### src/rtl/trap_pkg.sv
package trap_pkg;
  typedef enum logic [1:0] {
    EXK_REEXEC = 2'd0,
    EXK_COMPL  = 2'd1,
    EXK_UBRK   = 2'd2,
    EXK_RSVD   = 2'd3
  } exc_kind_e;

  typedef enum logic [1:0] {
    SRC_EXC  = 2'd0,
    SRC_NMI  = 2'd1,
    SRC_IRQ  = 2'd2,
    SRC_NONE = 2'd3
  } take_src_e;
endpackage

### src/rtl/trap_rte_track.sv
module trap_rte_track #(
  parameter int XLEN   = 32,
  parameter int BL_BIT = 28
) (
  input  logic            clk,
  input  logic            rst,
  input  logic            rte_strobe,
  input  logic [XLEN-1:0] sr_in,
  input  logic [XLEN-1:0] ssr_in,
  output logic            rte_ds,
  output logic            bl_old,
  output logic            bl_new
);
  // Remember both block bits across the return so the delay slot can pick.
  always_ff @(posedge clk) begin
    if (rst) begin
      rte_ds <= 1'b0;
      bl_old <= 1'b0;
      bl_new <= 1'b0;
    end else begin
      rte_ds <= rte_strobe;
      if (rte_strobe) begin
        bl_old <= sr_in[BL_BIT];
        bl_new <= ssr_in[BL_BIT];
      end
    end
  end


  ds_one_cycle_chk: assert property (@(posedge clk) disable iff (rst)
    rte_ds |-> $past(rte_strobe));
endmodule

### src/rtl/trap_arbiter.sv
module trap_arbiter
  import trap_pkg::*;
(
  input  logic      exc_valid,
  input  exc_kind_e exc_kind,
  input  logic      exc_ifetch,
  input  logic      nmi_req,
  input  logic      irq_req,
  input  logic      bl_cur,
  input  logic      rte_ds,
  input  logic      bl_old,
  input  logic      bl_new,
  input  logic      sleep_mode,
  input  logic      nmi_blk_take,
  input  logic      rte_strobe,
  output logic      take,
  output take_src_e src,
  output logic      mreset,
  output logic      pend
);
  logic bl_exc, bl_int, nmi_blocked, irq_blocked;

  always_comb begin
    bl_exc      = rte_ds ? (exc_ifetch ? bl_old : bl_new) : bl_cur;
    bl_int      = rte_ds ? bl_new : bl_cur;
    nmi_blocked = bl_int && !sleep_mode && !nmi_blk_take;
    irq_blocked = bl_int && !sleep_mode;
  end

  always_comb begin
    take   = 1'b0;
    src    = SRC_NONE;
    mreset = 1'b0;
    pend   = 1'b0;
    if (rte_strobe) begin
      pend = exc_valid || nmi_req || irq_req;
    end else if (exc_valid) begin
      if (exc_kind == EXK_UBRK) begin
        if (rte_ds || bl_exc) begin
          pend = 1'b1;
        end else begin
          take = 1'b1;
          src  = SRC_EXC;
          pend = nmi_req || irq_req;
        end
      end else if (bl_exc) begin
        mreset = 1'b1;
        pend   = nmi_req || irq_req;
      end else begin
        take = 1'b1;
        src  = SRC_EXC;
        pend = nmi_req || irq_req;
      end
    end else if (nmi_req) begin
      if (nmi_blocked) begin
        pend = 1'b1;
      end else begin
        take = 1'b1;
        src  = SRC_NMI;
        pend = irq_req;
      end
    end else if (irq_req) begin
      if (irq_blocked) begin
        pend = 1'b1;
      end else begin
        take = 1'b1;
        src  = SRC_IRQ;
      end
    end
  end
endmodule

### src/rtl/trap_pc_sel.sv
module trap_pc_sel #(
  parameter int XLEN = 32
) (
  input  logic            reexec,
  input  logic            in_dslot,
  input  logic            is_dbranch,
  input  logic [XLEN-1:0] cur_pc,
  input  logic [XLEN-1:0] seq_pc,
  input  logic [XLEN-1:0] tgt_pc,
  input  logic [XLEN-1:0] owner_pc,
  output logic [XLEN-1:0] spc
);
  always_comb begin
    if (reexec) spc = in_dslot ? owner_pc : cur_pc;
    else        spc = is_dbranch ? tgt_pc : seq_pc;
  end
endmodule

### src/rtl/trap_ctrl.sv
module trap_ctrl
  import trap_pkg::*;
#(
  parameter int          XLEN      = 32,
  parameter int          BL_BIT    = 28,
  parameter logic [31:0] MR_EVCODE = 32'h0000_0020
) (
  input  logic            clk,
  input  logic            rst,
  input  logic            exc_valid,
  input  logic [1:0]      exc_kind,
  input  logic            exc_ifetch,
  input  logic            nmi_req,
  input  logic            irq_req,
  input  logic [XLEN-1:0] cur_pc,
  input  logic [XLEN-1:0] seq_pc,
  input  logic [XLEN-1:0] tgt_pc,
  input  logic [XLEN-1:0] owner_pc,
  input  logic            in_dslot,
  input  logic            is_dbranch,
  input  logic [XLEN-1:0] sr_in,
  input  logic            sleep_mode,
  input  logic            nmi_blk_take,
  input  logic            rte_strobe,
  input  logic [XLEN-1:0] spc_in,
  input  logic [XLEN-1:0] ssr_in,
  output logic            take,
  output logic [1:0]      take_src,
  output logic            pending,
  output logic            mreset,
  output logic [31:0]     expevt,
  output logic            spc_we,
  output logic [XLEN-1:0] spc_wd,
  output logic            ssr_we,
  output logic [XLEN-1:0] ssr_wd,
  output logic            sr_we,
  output logic [XLEN-1:0] sr_wd,
  output logic            pc_load,
  output logic [XLEN-1:0] pc_wd
);
  localparam logic [XLEN-1:0] BL_MASK = XLEN'(1) << BL_BIT;

  exc_kind_e       kind;
  logic            rte_ds, bl_old, bl_new;
  logic            a_take, a_mreset, a_pend;
  take_src_e       a_src;
  logic            reexec;
  logic [XLEN-1:0] spc_next;

  assign kind   = exc_kind_e'(exc_kind);
  assign reexec = (a_src == SRC_EXC) && (kind == EXK_REEXEC);

  trap_rte_track #(.XLEN(XLEN), .BL_BIT(BL_BIT)) u_rte (
    .clk(clk), .rst(rst), .rte_strobe(rte_strobe),
    .sr_in(sr_in), .ssr_in(ssr_in),
    .rte_ds(rte_ds), .bl_old(bl_old), .bl_new(bl_new)
  );

  trap_arbiter u_arb (
    .exc_valid(exc_valid), .exc_kind(kind), .exc_ifetch(exc_ifetch),
    .nmi_req(nmi_req), .irq_req(irq_req), .bl_cur(sr_in[BL_BIT]),
    .rte_ds(rte_ds), .bl_old(bl_old), .bl_new(bl_new),
    .sleep_mode(sleep_mode), .nmi_blk_take(nmi_blk_take),
    .rte_strobe(rte_strobe),
    .take(a_take), .src(a_src), .mreset(a_mreset), .pend(a_pend)
  );

  trap_pc_sel #(.XLEN(XLEN)) u_pcs (
    .reexec(reexec), .in_dslot(in_dslot), .is_dbranch(is_dbranch),
    .cur_pc(cur_pc), .seq_pc(seq_pc), .tgt_pc(tgt_pc),
    .owner_pc(owner_pc), .spc(spc_next)
  );

  always_ff @(posedge clk) begin
    if (rst) begin
      take     <= 1'b0;
      take_src <= SRC_NONE;
      pending  <= 1'b0;
      mreset   <= 1'b0;
      expevt   <= '0;
      spc_we   <= 1'b0;
      spc_wd   <= '0;
      ssr_we   <= 1'b0;
      ssr_wd   <= '0;
      sr_we    <= 1'b0;
      sr_wd    <= '0;
      pc_load  <= 1'b0;
      pc_wd    <= '0;
    end else begin
      take     <= a_take;
      take_src <= a_src;
      pending  <= a_pend;
      mreset   <= a_mreset;
      if (a_mreset) expevt <= MR_EVCODE;
      spc_we   <= a_take;
      ssr_we   <= a_take;
      sr_we    <= a_take || rte_strobe;
      pc_load  <= rte_strobe;
      if (a_take) begin
        spc_wd <= spc_next;
        ssr_wd <= sr_in;
        sr_wd  <= sr_in | BL_MASK;
      end else if (rte_strobe) begin
        sr_wd  <= ssr_in;
      end
      if (rte_strobe) pc_wd <= spc_in;
    end
  end


  entry_writes_chk: assert property (@(posedge clk) disable iff (rst)
    take |-> (spc_we && ssr_we && sr_we && sr_wd[BL_BIT]));


  mreset_code_chk: assert property (@(posedge clk) disable iff (rst)
    mreset |-> (expevt == MR_EVCODE && !spc_we && !ssr_we && !sr_we));


  one_action_chk: assert property (@(posedge clk) disable iff (rst)
    $onehot0({take, mreset, pc_load}));


  rte_restore_chk: assert property (@(posedge clk) disable iff (rst)
    pc_load |-> ($past(rte_strobe) && sr_we && !take));


  irq_origin_chk: assert property (@(posedge clk) disable iff (rst)
    (take && take_src == SRC_IRQ) |-> ($past(irq_req) && !$past(exc_valid) && !$past(nmi_req)));


  ds_no_ubrk_chk: assert property (@(posedge clk) disable iff (rst)
    (rte_ds && exc_valid && kind == EXK_UBRK) |=> !take);
endmodule

### config.mk
export PLATFORM = sky130hd
export DESIGN_NAME = trap_ctrl
export DESIGN_NICKNAME = d
export VERILOG_FILES = /design/src/rtl/trap_pkg.sv /design/src/rtl/trap_rte_track.sv /design/src/rtl/trap_arbiter.sv /design/src/rtl/trap_pc_sel.sv /design/src/rtl/trap_ctrl.sv
export SDC_FILE = /design/constraint.sdc
export NUM_CORES = 1
export LEC_CHECK = 0
export BUFFER_PORTS_ARGS = -buffer_cell sky130_fd_sc_hd__buf_2
export CAP_MARGIN = 30
export CORE_AREA = 2 2 158 160
export CTS_BUF_LIST = sky130_fd_sc_hd__clkbuf_2 sky130_fd_sc_hd__clkbuf_4 sky130_fd_sc_hd__clkbuf_8
export DETAILED_ROUTE_END_ITERATION = 8
export DIE_AREA = 0 0 160 162
export GPL_ROUTABILITY_DRIVEN = 1
export PLACE_DENSITY = 0.51
export SETUP_SLACK_MARGIN = 0.5
export SLEW_MARGIN = 20
export SYNTH_ARGS = -nofsm -noshare
export SYNTH_HDL_FRONTEND = slang
export SYNTH_SLANG_ARGS = --single-unit
### constraint.sdc
create_clock -name clk -period 2.3 [get_ports clk]
set_input_delay 0.23 -clock clk [delete_from_list [all_inputs] [get_ports clk]]
set_output_delay 0.23 -clock clk [all_outputs]
set_load 0.02 [all_outputs]
# [Word level (Yosys, flattened, before mapping)]
# Cells that the tools add are included.
[word_totals] output_inout_bits=169 ff_bits=138
[op_classes] muxes=38 reduce_logical=13 eq_ne=1
[ops] cell="$mux W32" n=5
[ops] cell="$mux W1" n=25
[ops] cell="$mux W2" n=8
[ops] cell="$logic_or A1 B1 Y1" n=5
[ops] cell="$logic_not A2 Y1" n=2
[ops] cell="$logic_and A1 B1 Y1" n=3
[ops] cell="$eq A2 B2 Y1 const B" n=1
[ops] cell="$logic_not A1 Y1" n=2
[ops] cell="$reduce_bool A2 Y1" n=1

# [Depth between registers and ports, before layout]
[depth] depth_word=10 ltp_mapped=7 mapped_depth_nobuf=5

# [Hierarchy]
# Synthesis repeated with hierarchy kept, for this count alone.
[hier_totals] cells_unflattened=644 hier_area_um2=6680.2
[modules_own_cells] module="trap_ctrl" cells_per_inst=506 area_each_um2=5313.8 instances=1 seq_area_each_um2=2722.6
[modules_own_cells] module="trap_pc_sel" cells_per_inst=108 area_each_um2=1116.1 instances=1 seq_area_each_um2=0.0
[modules_own_cells] module="trap_arbiter" cells_per_inst=22 area_each_um2=156.4 instances=1 seq_area_each_um2=0.0
[modules_own_cells] module="trap_rte_track" cells_per_inst=8 area_each_um2=93.8 instances=1 seq_area_each_um2=60.1

# [Least setup slack after synthesis]
# Ideal clock, no wire load.
[synth_timing] kind="reg-to-reg" start="register pc_load (netlist name)" end="register sr_wd[21]" path_slack_ps=315 t_required_ps=2213 stages_incl_launch_ff=7 t_arrival_ps=1898 period_less_slack_ps=1985 cell_sequence="dfxtp_1 -> mux2i_4 -> o22ai_4 -> a21oi_2 -> clkbuf_1 -> a21oi_1 -> a221oi_2"
[synth_rtl] item="to (signal assigned)" line="trap_ctrl.sv:102" source="sr_wd <= sr_in | BL_MASK;"
[synth_rtl] item="to (signal assigned)" line="trap_ctrl.sv:104" source="sr_wd <= ssr_in;"
[synth_rtl] item="to (decl)" line="trap_ctrl.sv:37" source="output logic [XLEN-1:0] sr_wd,"

==> metrics.txt <==
maximum fanout count along the critical path 10; Top-Level Pins 406; count of flip-flops with a built-in enable after synthesis 0; Synth Warn # 0; number of fill cells 2,508; antenna violations before repair 0; global-route wire length before repair 35,730 um; Setup CP Type reg -> reg; drt first pass iters 4; fraction of synthesized cell area taken by the top area cell type 0.4143; root cell of the clock tree clkbuf_8; Period minus WS final 1856 ps; number of sinks driven by the clock tree 138; wire length after detailed routing 24,330 um; cell accounting for the most synthesized area dfxtp_1; Die Ht 162 um; Worst Hold Slack 32.48 ps; net count of the finished layout 1,420; pwr dens 622.9 nW/um2; horizontal extent of the die 160 um; path length in cells of the critical path 7; FF+latch count, synth 138; number of port buffers 374; area taken by multi-input logic gates 3485 um2; final-report hold violation count 0; Final Wtd Congestion 0.7888; count of unresolved DRC violations after routing 0; Largest delay share family, worst path compound AO/OA/AOI/OAI gates; worst reg2reg endpoint spc_wd[7]$_SDFFE_PP0P_; setup repair after global routing missed its margin true; sequential standard cell area 2768 um2; First DRT Iteration DRCs 274; arrival time worst endpoint 2220 ps; buffers plus inverters on the worst setup path 2; worst setup slack for register-to-register paths 440 ps; IR drop worst, VDD 0.3638 mV; buffer depth of the longest clock path 2; core occupancy in the finished layout 0.4110; worst reg-to-reg path cell count 7; class of the worst hold path in -> reg; Post-Syn Area per Cell 8.420 um2; vias in the first global route 6,614; number of H-tree levels 4; launching element of the worst setup path pc_load$_SDFF_PP0_; worst reg2reg startpoint pc_load$_SDFF_PP0_; Worst setup endpoint spc_wd[7]$_SDFFE_PP0P_; Congestion Overflow GR 0; Antenna Violating Nets Remaining 0; clock tree from TritonCTS done; total clock buffers created by CTS 17; clk_lat worst skew 440 ps; signed area change from the synthesized netlist to the final layout 48.56%; transition at the pin with the smallest max-transition slack 542.6 ps; sequential area share after synthesis 0.4143; kind of end point of the critical path register; die outline area 25,920 um2; post-synthesis cell area 6669 um2; largest net degree at the start of global routing 93; number of max-capacitance violations reported 0; largest incremental delay on the critical path 430 ps; clock skew after layout 16.59 ps; setup-violating endpoint count in the final report 0; Final Cycle Share 0.8070; Post-synth top flop dfxtp_1; critical-path cell with the highest stage delay a211oi_4; All-Layer GR Usage 0.1721; clock input transition at the sequential cells of the worst setup and hold paths 90 ps; Core Box Area 24,110 um2; count of vias placed by the detailed router 6,910; Starting Density 0.2767; sequence of cells on the critical path mux2i_4 > o21ai_4 > a211oi_4 > buf_6 > clkbuf_16 > nand2_1 > a21oi_1; async set-or-reset flop fraction in the synthesized netlist 0; Cells after Synth 792; top area cells in the synthesized netlist dfxtp_1, mux2i_1, a21oi_1, a221oi_2, nand2_1; result of the run completed; maximum clock frequency 538.8 MHz; max-slew headroom at the worst pin 0.6383; commonest cells after routing, fill and taps aside buf_2, dfxtp_1, a21oi_1; FP Rows 57; routed wire length per instance 16.01 um; most common cell after layout, fill and taps aside buf_2; half-perimeter wire length of the detailed placement result 16,750 um; fraction of final layout cells sized beyond drive strength 1 0.4105; data required time of the critical path 2660 ps; count of final max-slew check failures 0; number of distinct standard cells referenced by the synthesized netlist 31; kind of start point of the critical path register; Static Leakage 0.004750 uW; sum of negative setup slack 0 ps; Pwr Total 6171 uW; per-cell via count in the routed design 4.546; antenna cells 0
area by class of cell:
class / count / share of cell area
sequential: 138 / 0.2794
inverter: 33 / 0.01250
tap: 324 / 0.04092
multi-input combinational: 547 / 0.3517
clock inverter: 13 / 0.01326
timing repair buffer: 446 / 0.2765
clock buffer: 19 / 0.02576
routing by layer:
metal	GRT usage	vias to the layer above	part of all wire
met2	0.3017	237	0.50
met1	0.2137	3179	0.44
li1	-	3476	-
met5	0	-	0
met3	0.04162	18	0.055
met4	0.04095	0	0.011
synthesized netlist by cell type (2+ instances only):
master    number
dfxtp_1      138
a21oi_1      128
nand2_1       96
o21ai_0       68
mux2i_1       67
clkbuf_1      50
nor2_1        42
buf_4         34
a211oi_1      33
inv_1         33
nor2b_1       33
a221oi_2      24
buf_1          9
a221oi_1       8
buf_2          8
buf_6          3
nor3_1         3
nand2b_1       2
cell families (layout without fill, tap and decap cells):
group | Yosys count | count (layout) | share of synthesized area
AO/OA/AOI/OAI | 270 | 270 | 0.2653
AND/OR/NAND/NOR | 178 | 178 | 0.1148
flip-flops | 138 | 138 | 0.4143
buffers and inverters | 137 | 511 | 0.1011
multiplexers | 68 | 68 | 0.1039
other | 1 | 31 | 0.0005623
power by group:
part / switching [uW] / leakage, uW / internal [uW]
clock network: 1070 / 0.000182 / 921
logic: 906 / 0.00343 / 648
registers: 78.6 / 0.00114 / 2550
state kept, by name (all words and copies together) (netlist names):
signal,cells
ssr_wd,32
spc_wd,32
take_src,2
mreset,1
u_rte.bl_new,1
pc_wd,32
pc_load,1
u_rte.bl_old,1
expevt,1
sr_we,1
pending,1
sr_wd,32
ssr_we,1
worst reg2reg max path, stage by stage (launching register included):
cell       delay, ps
dfxtp_4          390
mux2i_4          320
o21ai_4          130
a211oi_4         430
buf_6            190
clkbuf_16        160
nand2_1           60
a21oi_1          110
how the worst min path moves through the flow:
stage | slack (ps) | cells after the start | to | startpoint
floorplan | 340 | 1 | take_src[0]$_SDFF_PP1_ | exc_valid
detailed placement | 440 | 1 | expevt[5]$_SDFFE_PP0P_ | expevt[5]$_SDFFE_PP0P_
CTS | 0.04 | 3 | sr_wd[13]$_SDFFE_PP0P_ | ssr_in[13]
finish | 30 | 3 | pc_wd[17]$_SDFFE_PP0P_ | spc_in[17]
global placement | 440 | 1 | expevt[5]$_SDFFE_PP0P_ | expevt[5]$_SDFFE_PP0P_
global route | 9 | 3 | ssr_wd[23]$_SDFFE_PP0P_ | sr_in[23]
metrics by stage:
stage	instance area [um2]	setup slack (ps)	std cells
global route	9907	386.5	1520
floorplan	6785	521.3	822
CTS	9548	499.3	1505
detailed placement	8741	383.7	1432
finish	9907	443.9	1520
global placement	8741	405.6	1432
what timing repair did:
item,4_1_cts,5_1_grt
endpoints found under the hold margin,40,0
setup endpoints to repair,57,89
resized for setup,2,41
setup buffers,1,9
hold buffers,40,0
gates cloned,0,6
pin swaps,1,41
(Power assumes the default switching activity.)
